**config.mk**
```make
export PLATFORM = sky130hd
export DESIGN_NAME = pst_engine
export DESIGN_NICKNAME = d
export VERILOG_FILES = /design/src/rtl/pst_pkg.sv /design/src/rtl/pst_tick_timer.sv /design/src/rtl/pst_iter_cnt.sv /design/src/rtl/pst_stage_mon.sv /design/src/rtl/pst_engine.sv
export SDC_FILE = /design/constraint.sdc
export NUM_CORES = 1
export LEC_CHECK = 0
export BUFFER_PORTS_ARGS = -buffer_cell sky130_fd_sc_hd__buf_4
export CAP_MARGIN = 40
export CORE_MARGIN = 2
export CORE_UTILIZATION = 59
export DETAILED_ROUTE_END_ITERATION = 7
export GPL_TIMING_DRIVEN = 0
export PLACE_DENSITY = 0.88
export RECOVER_POWER = 50
export SLEW_MARGIN = 20
export SYNTH_ARGS = -nofsm -noshare
export SYNTH_HDL_FRONTEND = slang
export SYNTH_SLANG_ARGS = --single-unit
```
**constraint.sdc**
```tcl
create_clock -name clk -period 3.55 [get_ports clk]
set_clock_uncertainty 0.15 [all_clocks]
set_input_delay 0.5325 -clock clk [delete_from_list [all_inputs] [get_ports clk]]
set_output_delay 0.5325 -clock clk [all_outputs]
set_load 0.02 [all_outputs]
```
**src/rtl/pst_pkg.sv**
```systemverilog
package pst_pkg;
   typedef enum logic [2:0] {
      ST_IDLE,
      ST_PRI_ON,
      ST_SEC_ON,
      ST_ON_WAIT,
      ST_OFF_WAIT,
      ST_GAP_WAIT
   } pst_state_e;

   // ceiling conversion of a nanosecond delay to whole ticks, at least one
   function automatic longint unsigned ns_to_ticks(longint unsigned hz, longint unsigned ns);
      longint unsigned t;
      t = (hz * ns + 64'd999_999_999) / 64'd1_000_000_000;
      return (t == 0) ? 64'd1 : t;
   endfunction
endpackage

```
**src/rtl/pst_tick_timer.sv**
```systemverilog
module pst_tick_timer #(
   parameter int unsigned CNT_W = 8
) (
   input  logic             clk,
   input  logic             rst_n,
   input  logic             tick_i,
   input  logic             load_i,
   input  logic [CNT_W-1:0] load_val_i,
   output logic             zero_o
);
   logic [CNT_W-1:0] cnt_q;

   always_ff @(posedge clk or negedge rst_n) begin
      if (!rst_n)
         cnt_q <= '0;
      else if (load_i)
         cnt_q <= load_val_i;
      else if (tick_i && (cnt_q != '0))
         cnt_q <= cnt_q - 1'b1;
   end

   assign zero_o = (cnt_q == '0);
endmodule

```
**src/rtl/pst_iter_cnt.sv**
```systemverilog
module pst_iter_cnt #(
   parameter int unsigned ITERATIONS = 5
) (
   input  logic clk,
   input  logic rst_n,
   input  logic clr_i,
   input  logic inc_i,
   output logic last_o
);
   localparam int unsigned IW = (ITERATIONS > 1) ? $clog2(ITERATIONS) : 1;
   localparam logic [IW-1:0] LAST = IW'(ITERATIONS - 1);

   logic [IW-1:0] idx_q;

   always_ff @(posedge clk or negedge rst_n) begin
      if (!rst_n)
         idx_q <= '0;
      else if (clr_i)
         idx_q <= '0;
      else if (inc_i && (idx_q != LAST))
         idx_q <= idx_q + 1'b1;
   end

   assign last_o = (idx_q == LAST);
endmodule

```
**src/rtl/pst_stage_mon.sv**
```systemverilog
module pst_stage_mon #(
   parameter int unsigned STA_W       = 2,
   parameter int unsigned SYNC_STAGES = 2
) (
   input  logic             clk,
   input  logic             rst_n,
   input  logic [STA_W-1:0] sta_i,
   output logic             full_o
);
   logic [STA_W-1:0] sta_s;

   generate
      if (SYNC_STAGES == 0) begin : g_direct
         assign sta_s = sta_i;
      end else begin : g_sync
         logic [SYNC_STAGES-1:0][STA_W-1:0] chain_q;
         always_ff @(posedge clk or negedge rst_n) begin
            if (!rst_n) begin
               chain_q <= '0;
            end else begin
               chain_q[0] <= sta_i;
               for (int k = 1; k < SYNC_STAGES; k++)
                  chain_q[k] <= chain_q[k-1];
            end
         end
         assign sta_s = chain_q[SYNC_STAGES-1];
      end
   endgenerate

   assign full_o = &sta_s;
endmodule

```
**src/rtl/pst_engine.sv**
```systemverilog
module pst_engine
   import pst_pkg::*;
#(
   parameter int unsigned STA_W       = 2,
   parameter int unsigned SYNC_STAGES = 2,
   parameter int unsigned ITERATIONS  = 5,
   parameter int unsigned TICK_HZ     = 1_000_000,
   parameter int unsigned ON_NS       = 5_000,
   parameter int unsigned OFF_NS      = 5_000,
   parameter int unsigned GAP_NS      = 1_000_000
) (
   input  logic             clk,
   input  logic             rst_n,
   input  logic             start_i,
   input  logic             tick_i,
   input  logic             iso_i,
   input  logic [STA_W-1:0] sta_pri_i,
   input  logic [STA_W-1:0] sta_sec_i,
   output logic             en_pri_o,
   output logic             en_sec_o,
   output logic             pass_o,
   output logic             fail_o,
   output logic             err_o,
   output logic             done_o
);
   localparam longint unsigned ON_T  = ns_to_ticks(64'(TICK_HZ), 64'(ON_NS));
   localparam longint unsigned OFF_T = ns_to_ticks(64'(TICK_HZ), 64'(OFF_NS));
   localparam longint unsigned GAP_T = ns_to_ticks(64'(TICK_HZ), 64'(GAP_NS));
   localparam longint unsigned MAX_T = (ON_T > OFF_T) ? ((ON_T > GAP_T) ? ON_T : GAP_T)
                                                      : ((OFF_T > GAP_T) ? OFF_T : GAP_T);
   localparam int unsigned TMR_W = $clog2(MAX_T + 1);
   localparam int unsigned NSTG  = 2;

   localparam logic [TMR_W-1:0] ON_V  = TMR_W'(ON_T);
   localparam logic [TMR_W-1:0] OFF_V = TMR_W'(OFF_T);
   localparam logic [TMR_W-1:0] GAP_V = TMR_W'(GAP_T);

   generate
      if (STA_W < 1) begin : g_bad_sta
         $error("pst_engine: STA_W must be at least 1");
      end
      if (ITERATIONS < 1) begin : g_bad_iter
         $error("pst_engine: ITERATIONS must be at least 1");
      end
      if (SYNC_STAGES > 4) begin : g_bad_sync
         $error("pst_engine: SYNC_STAGES must be 0 to 4");
      end
      if (TICK_HZ < 1) begin : g_bad_hz
         $error("pst_engine: TICK_HZ must be nonzero");
      end
   endgenerate

   // status monitors, one per switch stage
   logic [NSTG-1:0][STA_W-1:0] sta_in;
   logic [NSTG-1:0]            stg_full;

   assign sta_in[0] = sta_pri_i;
   assign sta_in[1] = sta_sec_i;

   generate
      for (genvar s = 0; s < NSTG; s++) begin : g_stage
         pst_stage_mon #(
            .STA_W       (STA_W),
            .SYNC_STAGES (SYNC_STAGES)
         ) mon_i (
            .clk    (clk),
            .rst_n  (rst_n),
            .sta_i  (sta_in[s]),
            .full_o (stg_full[s])
         );
      end
   endgenerate

   logic all_full, any_full;
   assign all_full = &stg_full;
   assign any_full = |stg_full;

   pst_state_e       state_q;
   logic             tmr_load, tmr_zero;
   logic [TMR_W-1:0] tmr_val;
   logic             it_clr, it_inc, it_last;

   pst_tick_timer #(.CNT_W(TMR_W)) tmr_i (
      .clk        (clk),
      .rst_n      (rst_n),
      .tick_i     (tick_i),
      .load_i     (tmr_load),
      .load_val_i (tmr_val),
      .zero_o     (tmr_zero)
   );

   pst_iter_cnt #(.ITERATIONS(ITERATIONS)) iter_i (
      .clk    (clk),
      .rst_n  (rst_n),
      .clr_i  (it_clr),
      .inc_i  (it_inc),
      .last_o (it_last)
   );

   logic run_ok;
   assign run_ok = (state_q == ST_IDLE) && start_i && !all_full && iso_i;

   always_comb begin
      tmr_load = 1'b0;
      tmr_val  = '0;
      it_clr   = run_ok;
      it_inc   = 1'b0;
      unique case (state_q)
         ST_SEC_ON: begin
            tmr_load = 1'b1;
            tmr_val  = ON_V;
         end
         ST_ON_WAIT: begin
            if (tmr_zero && all_full) begin
               tmr_load = 1'b1;
               tmr_val  = OFF_V;
            end
         end
         ST_OFF_WAIT: begin
            if (tmr_zero && !any_full && !it_last) begin
               tmr_load = 1'b1;
               tmr_val  = GAP_V;
               it_inc   = 1'b1;
            end
         end
         default: ;
      endcase
   end

   always_ff @(posedge clk or negedge rst_n) begin
      if (!rst_n) begin
         state_q  <= ST_IDLE;
         en_pri_o <= 1'b0;
         en_sec_o <= 1'b0;
         pass_o   <= 1'b0;
         fail_o   <= 1'b0;
         err_o    <= 1'b0;
         done_o   <= 1'b0;
      end else begin
         unique case (state_q)
            ST_IDLE: begin
               if (start_i) begin
                  if (all_full) begin
                     pass_o <= 1'b1;
                     fail_o <= 1'b0;
                     err_o  <= 1'b0;
                     done_o <= 1'b1;
                  end else if (!iso_i) begin
                     pass_o <= 1'b0;
                     fail_o <= 1'b1;
                     err_o  <= 1'b1;
                     done_o <= 1'b1;
                  end else begin
                     pass_o  <= 1'b0;
                     fail_o  <= 1'b0;
                     err_o   <= 1'b0;
                     done_o  <= 1'b0;
                     state_q <= ST_PRI_ON;
                  end
               end
            end
            ST_PRI_ON: begin
               en_pri_o <= 1'b1;
               state_q  <= ST_SEC_ON;
            end
            ST_SEC_ON: begin
               en_sec_o <= 1'b1;
               state_q  <= ST_ON_WAIT;
            end
            ST_ON_WAIT: begin
               if (tmr_zero) begin
                  en_pri_o <= 1'b0;
                  en_sec_o <= 1'b0;
                  if (all_full) begin
                     state_q <= ST_OFF_WAIT;
                  end else begin
                     fail_o  <= 1'b1;
                     done_o  <= 1'b1;
                     state_q <= ST_IDLE;
                  end
               end
            end
            ST_OFF_WAIT: begin
               if (tmr_zero) begin
                  if (any_full) begin
                     fail_o  <= 1'b1;
                     done_o  <= 1'b1;
                     state_q <= ST_IDLE;
                  end else if (it_last) begin
                     pass_o  <= 1'b1;
                     done_o  <= 1'b1;
                     state_q <= ST_IDLE;
                  end else begin
                     state_q <= ST_GAP_WAIT;
                  end
               end
            end
            ST_GAP_WAIT: begin
               if (tmr_zero)
                  state_q <= ST_PRI_ON;
            end
            default: state_q <= ST_IDLE;
         endcase
      end
   end
endmodule

```
Word level (Yosys, flattened, before mapping)
Cells that the tools add are included.

word-level totals
  register bits after elaboration = 30
  bits of input ports = 9

operators by class
  add/subtract/negate cells = 2
  equality and inequality tests = 18
  mux-type cells = 43
  reduce and logical (&&, ||, !) cells = 31

operators with widths
  operator                                            number
  two-way mux 3 bit                                   12
  two-way mux 10 bit                                  3
  case mux 10 bit (3 select lines)                    1
  two-way mux 1 bit                                   20
  inequality test 2 bit, second input constant        10
  case mux 3 bit (6 select lines)                     1
  AND reduction 6 bit                                 3
  zero test 10 bit                                    1
  AND reduction 2 bit                                 5
  nonzero test 10 bit                                 1
  nonzero test 2 bit                                  5
  subtractor 10 x 1 -> 10 bit, second input constant  1
  == test 3 bit, second input constant                3
  case mux 1 bit (3 select lines)                     3
  logical AND 1 bit                                   8
  == test 3 x 2 -> 1 bit, second input constant       2
  inequality test 3 bit, second input constant        2
  case mux 1 bit (2 select lines)                     3
  AND reduction 5 bit                                 1
  AND reduction 4 bit                                 1
  adder 3 x 1 -> 3 bit, second input constant         1
  == test 3 x 1 -> 1 bit, second input constant       1
  zero test 1 bit                                     3
  zero test 3 bit                                     1
  2 further kinds                                     2

Longest topological paths before layout
  word-level depth = 10
  depth in mapped cells = 7

Hierarchy
Synthesis repeated with hierarchy kept, for this count alone.

unflattened totals
  cells, all modules = 162
  area total of the unflattened synthesis = 1620.3 um^2

modules (own cells, without submodules)
  module          instances  cells an instance  area each (um^2)  seq. area each (um^2)
  pst_tick_timer  1          67                 621.8             250.2
  pst_engine      1          67                 588.1             225.2
  pst_stage_mon   2          5                  106.4             100.1
  pst_iter_cnt    1          18                 197.7             75.1

Worst setup path after synthesis
No wires, ideal clock.

  path type = register to register
  from = register tmr_i.cnt_q[5]
  to = register fail_o
  library setup time = 0.128 ns
  arrival = 1.732 ns
  path slack = 1.540 ns
  cell stages (with the launch flop) = 5
  clock period less this slack = 2.010 ns
  path through = dfrtp_1 or4_4 o32ai_1 nand3_1 mux2_1

between the ends
  cells in the longest elaborated chain, start to end = 3
  elaborated cells on any way between the ends = 4
  classes of those cells = eq/ne (2); reduce/logical (2)

RTL lines
  item                                    line                  RTL
  start, declared                         pst_tick_timer.sv:11  logic [CNT_W-1:0] cnt_q;
  start signal, assigned                  pst_tick_timer.sv:17  cnt_q <= load_val_i;
  start signal, assigned                  pst_tick_timer.sv:19  cnt_q <= cnt_q - 1'b1;
  zero test 10 bit *                      pst_tick_timer.sv:22  assign zero_o = (cnt_q == '0);
  inequality test 2 bit (no source line)  -
  AND reduction 6 bit (no source line) *  -
  end signal, assigned                    pst_engine.sv:136     fail_o <= 1'b0;
  end signal, assigned                    pst_engine.sv:145     fail_o <= 1'b0;
  end signal, assigned                    pst_engine.sv:150     fail_o <= 1'b1;
  end, declared                           pst_engine.sv:22      output logic fail_o,

Mark *: on every way between the ends. The rest lies on a longest branch, timed or not.
A chain may end at the register's enable or synchronous reset.

Worst setup path in the final report
  from = register tmr_i.cnt_q[5]
  to = register tmr_i.cnt_q[3]

between the ends
  cells in the longest elaborated chain, start to end = 6
  elaborated cells on any way between the ends = 13
  classes of those cells = mux (6); reduce/logical (7)

RTL lines
  item                                                                                 line                  RTL
  zero test 10 bit                                                                     pst_tick_timer.sv:22
  logical AND 1 bit (2 in a row)                                                       pst_engine.sv:120     if (tmr_zero && !any_full && !it_last) begin
  two-way mux 10 bit or two-way mux 1 bit (tied branches)                              pst_engine.sv:120
  case mux 10 bit (3 select lines) or case mux 1 bit (3 select lines) (tied branches)  pst_engine.sv:108     unique case (state_q)
  two-way mux 10 bit or nonzero test 2 bit (tied branches)                             -

Several ways; a longest one is shown, not always the timed one.

==> run metrics <==
result of the run complete, but fails checks; failing checks capacitance limit, slew limit; source-to-sink clock delay at the later pin of the worst-skew pair 0.33 ns; Global Route met3 Usage between 6 and 7%; multi-input gate area in the final layout 702 µm²; flop2flop setup slack 1.20 ns; share of layout cells above drive strength 1 18.6%; fraction of power spent switching nets around 40%; setup repair after global routing missed its margin false; proportion of synthesized chip area in sequential cells 49.7%; share of the cycle needed by the critical path after routing 66.1%; Yosys reg bits 30; WS Path Type reg2reg; die outline height 54.6 µm; number of DRC violations after detailed routing 0; clock slew seen by the registers of the worst setup and hold paths 0.10 ns; path category of the worst min-delay check in2reg; met2 usage 44.6%; detail-routed net length per standard cell 16.9 µm; met1 Usage GRT 33.9%; data required time at the worst endpoint 3.59 ns; Antenna Diode Count 0; dominant combinational cell family by area after synthesis simple AND/OR/NAND/NOR gates; most heavily used metal layer in global routing met2; total global routing overflow 0; max capacitance violation total 1; post-synthesis adder-cell area fraction about 3.3%; list of most frequent post-synthesis cells 30 x sky130_fd_sc_hd__dfrtp_1, 11 x sky130_fd_sc_hd__nor2_1, 10 x sky130_fd_sc_hd__o21ai_0; Mapped Cells 149; count of filler cells inserted in the layout 182; starting DRC count in detailed routing 60; worst ir drop on vdd 0.512 mV; CTS tree built; Top-Level Pins 15; DP Cell Count 193; combined area of all synthesized cells 1510 µm²; placed cell area approximately 1700 µm²; capture point of the worst reg-to-reg path tmr_i.cnt_q[3]; count of flip-flops with a built-in enable after synthesis 0; core footprint 2450 µm²; setup-violating endpoint count in the final report 0; top cells by area in the synthesized netlist sky130_fd_sc_hd__dfrtp_1 50%, sky130_fd_sc_hd__ha_1 3.3%, sky130_fd_sc_hd__o21ai_0 3.3%, sky130_fd_sc_hd__a21oi_1 3.0%, sky130_fd_sc_hd__nor2_1 2.7%; number of gates resized after CTS 0; Detailed Routing Iterations Pass 1 4; DRT antenna net count 0; crit end category flip-flop; die width 54.6 µm; average vias per placed instance 6.16; Synth async-reset ratio 100%; total via count after detailed routing between 1000 and 1500; number of library cell types mapped by synthesis 47; sequential cell area in the final layout 751 µm²; worst-path cell chain nor4_1 > nand3_1 > clkbuf_1 > nor2_1 > a2111oi_0; part of the total power dissipated in combinational logic about two fifths; design area 1720 µm²; P per Cell Area roughly 700 nW/µm²; launching element type of the critical path flip-flop; area delta synth->final 14.1%; Clock Tree Buf Depth 2; hold buffer count at CTS 1; maximum fanout encountered on the critical timing path 10; Detailed Route WL between 3000 and 4000 µm; vias in the first global route 1226; slowest CP cell sky130_fd_sc_hd__nor4_1; non-filler instance count after layout 202; count of final hold-check violations 0; multiplexer area fraction after synthesis roughly 2.1%; count of clock tree sinks 30; nets in the synthesized netlist 162; fin crit period roughly 2.3 ns; area fraction in compound gates after synthesis approximately a fifth; fraction of post-synthesis cell area in the top cell type by area 49.7%; antenna violations before repair 0; synthesized-area fraction occupied by and/or/nand/nor cells a little over a fifth; final max-slew violation count 31; die area 2980 µm²; global-route wire length before repair 5600 µm; Yosys Warn Count 0; worst setup path startpoint tmr_i.cnt_q[5]; final layout net count 184; clock group share of total power 17.9%; highest achievable clock rate roughly 430 MHz; leak pwr around 0.74 nW; pin count of the biggest net entering global routing 31; Synth area leader sky130_fd_sc_hd__dfrtp_1; HPWL after DPL roughly 2500 µm; most used flip-flop cell after synthesis sky130_fd_sc_hd__dfrtp_1; number of port buffers 14; switching power summed over all nets between 0.4 and 0.5 mW; relative max-transition margin -6.28%; xor-xnor portion of the synthesized cell area 0%; peak per-stage delay on the critical path between 0.6 and 0.7 ns; library cell with the highest instance count after synthesis sky130_fd_sc_hd__dfrtp_1; Worst Max-Slew Pin Slew 1.59 ns; initial cell density of the core 61.6%; Internal Dissipation 0.729 mW; Root Buffer sky130_fd_sc_hd__clkbuf_4; GRT Overall Usage between 20% and 30%; number of buffers created by CTS 5; total number of placement rows 18; Total Neg Setup Slack 0 ns; Post-Syn Area per Cell 10.1 µm²; arrival time reported for the critical path endpoint 2.38 ns; Final Wtd Congestion 0.854; Reg2Reg Depth 5; number of levels in the clock H-tree 2; Sequential Power Share a little over two fifths; Critical R2R Launch tmr_i.cnt_q[5]; Post-CTS Repair Setup Buffers 0; capture point of the worst path tmr_i.cnt_q[3]
-- metrics by stage --
step | utilization, % | setup slack [ns] | hold slack, ns | power, mW
after detailed placement | 67.4 | 1.31 | 0.185 | 0.999
after CTS | 70.4 | 1.29 | 0.137 | 1.22
after floorplan | - | 1.54 | 0.0869 | 0.850
final | 70.2 | 1.20 | 0.170 | 1.21
after global routing | 70.2 | 1.01 | 0.150 | 1.30
after global placement | 67.4 | 1.39 | 0.183 | 0.961
-- worst min-delay path by stage --
| stage | from | to | slack, ns | cells after the start |
|---|---|---|---|---|
| floorplan | rst_n | done_o | 0.09 | 0 |
| global placement | g_stage[0].mon_i.g_sync.chain_q[0] | g_stage[0].mon_i.sta_s[0] | 0.18 | 0 |
| detailed placement | g_stage[0].mon_i.g_sync.chain_q[0] | g_stage[0].mon_i.sta_s[0] | 0.18 | 0 |
| CTS | sta_pri_i[0] | g_stage[0].mon_i.g_sync.chain_q[0] | 0.14 | 1 |
| global route | sta_pri_i[0] | g_stage[0].mon_i.g_sync.chain_q[0] | 0.15 | 1 |
| finish | sta_pri_i[0] | g_stage[0].mon_i.g_sync.chain_q[0] | 0.17 | 1 |
-- worst max-delay path: cells and delay by family, from the launching register on --
kind | cells | cell delay (ns)
compound gates | 1 | 0.11
buf+inv | 1 | 0.30
flops | 1 | 0.48
simple gates | 3 | 1.17
-- power by group through the flow --
stage                     Sequential (mW)  Combinational [mW]  Clock, mW
final                               0.522               0.475      0.217
after global routing                0.537               0.526      0.241
after CTS                           0.521               0.474      0.221
after detailed placement            0.528               0.471          0
after global placement              0.514               0.447          0
after floorplan                     0.536               0.314          0
-- flip-flops by register name, summed over array words and instances (netlist names) --
name,count
done_o,1
g_stage.mon_i.g_sync.chain_q,4
fail_o,1
state_q,3
err_o,1
pass_o,1
g_stage.mon_i.sta_s,4
en_pri_o,1
iter_i.idx_q,3
tmr_i.cnt_q,10
en_sec_o,1
-- layout make-up --
type                            count  share of cell area, %
Buffer                              6                   1.89
Timing Repair Buffer               15                   6.46
Clock inverter                      2                  0.726
Clock buffer                        6                   2.98
Inverter                            7                   1.52
Multi-Input combinational cell    106                   40.7
Sequential cell                    30                   43.5
Tap cell                           30                   2.18
-- layout by cell type (no fill, tap or decap), drive strengths merged, types with 2 or more instances in the layout --
| cell | n |
|---|---|
| a21oi | 10 |
| nand4 | 2 |
| nor2 | 11 |
| nor2b | 3 |
| and4 | 2 |
| nand2b | 4 |
| nor3 | 7 |
| a2111oi | 3 |
| or4 | 2 |
| clkbuf | 15 |
| mux2i | 2 |
| ha | 4 |
| o31ai | 4 |
| a211oi | 2 |
| o21ai | 10 |
| or3 | 2 |
| buf | 11 |
| nand2 | 7 |
| a31oi | 4 |
| dfrtp | 30 |
| nor4 | 3 |
| nand3 | 6 |
| o32ai | 2 |
| inv | 7 |
-- logic make-up after synthesis --
group | after synthesis
AOI/OAI and AO/OA | 42
adders and majority gates | 4
buffers and inverters | 13
DFF | 30
muxes | 3
and+or+nand+nor | 57
-- routing by layer --
layer	wire length, µm	vias up
met5	0	-
met4	23	0
met3	168	4
met2	1750	46
met1	1470	592
li1	-	603
(Power assumes the default switching activity.)
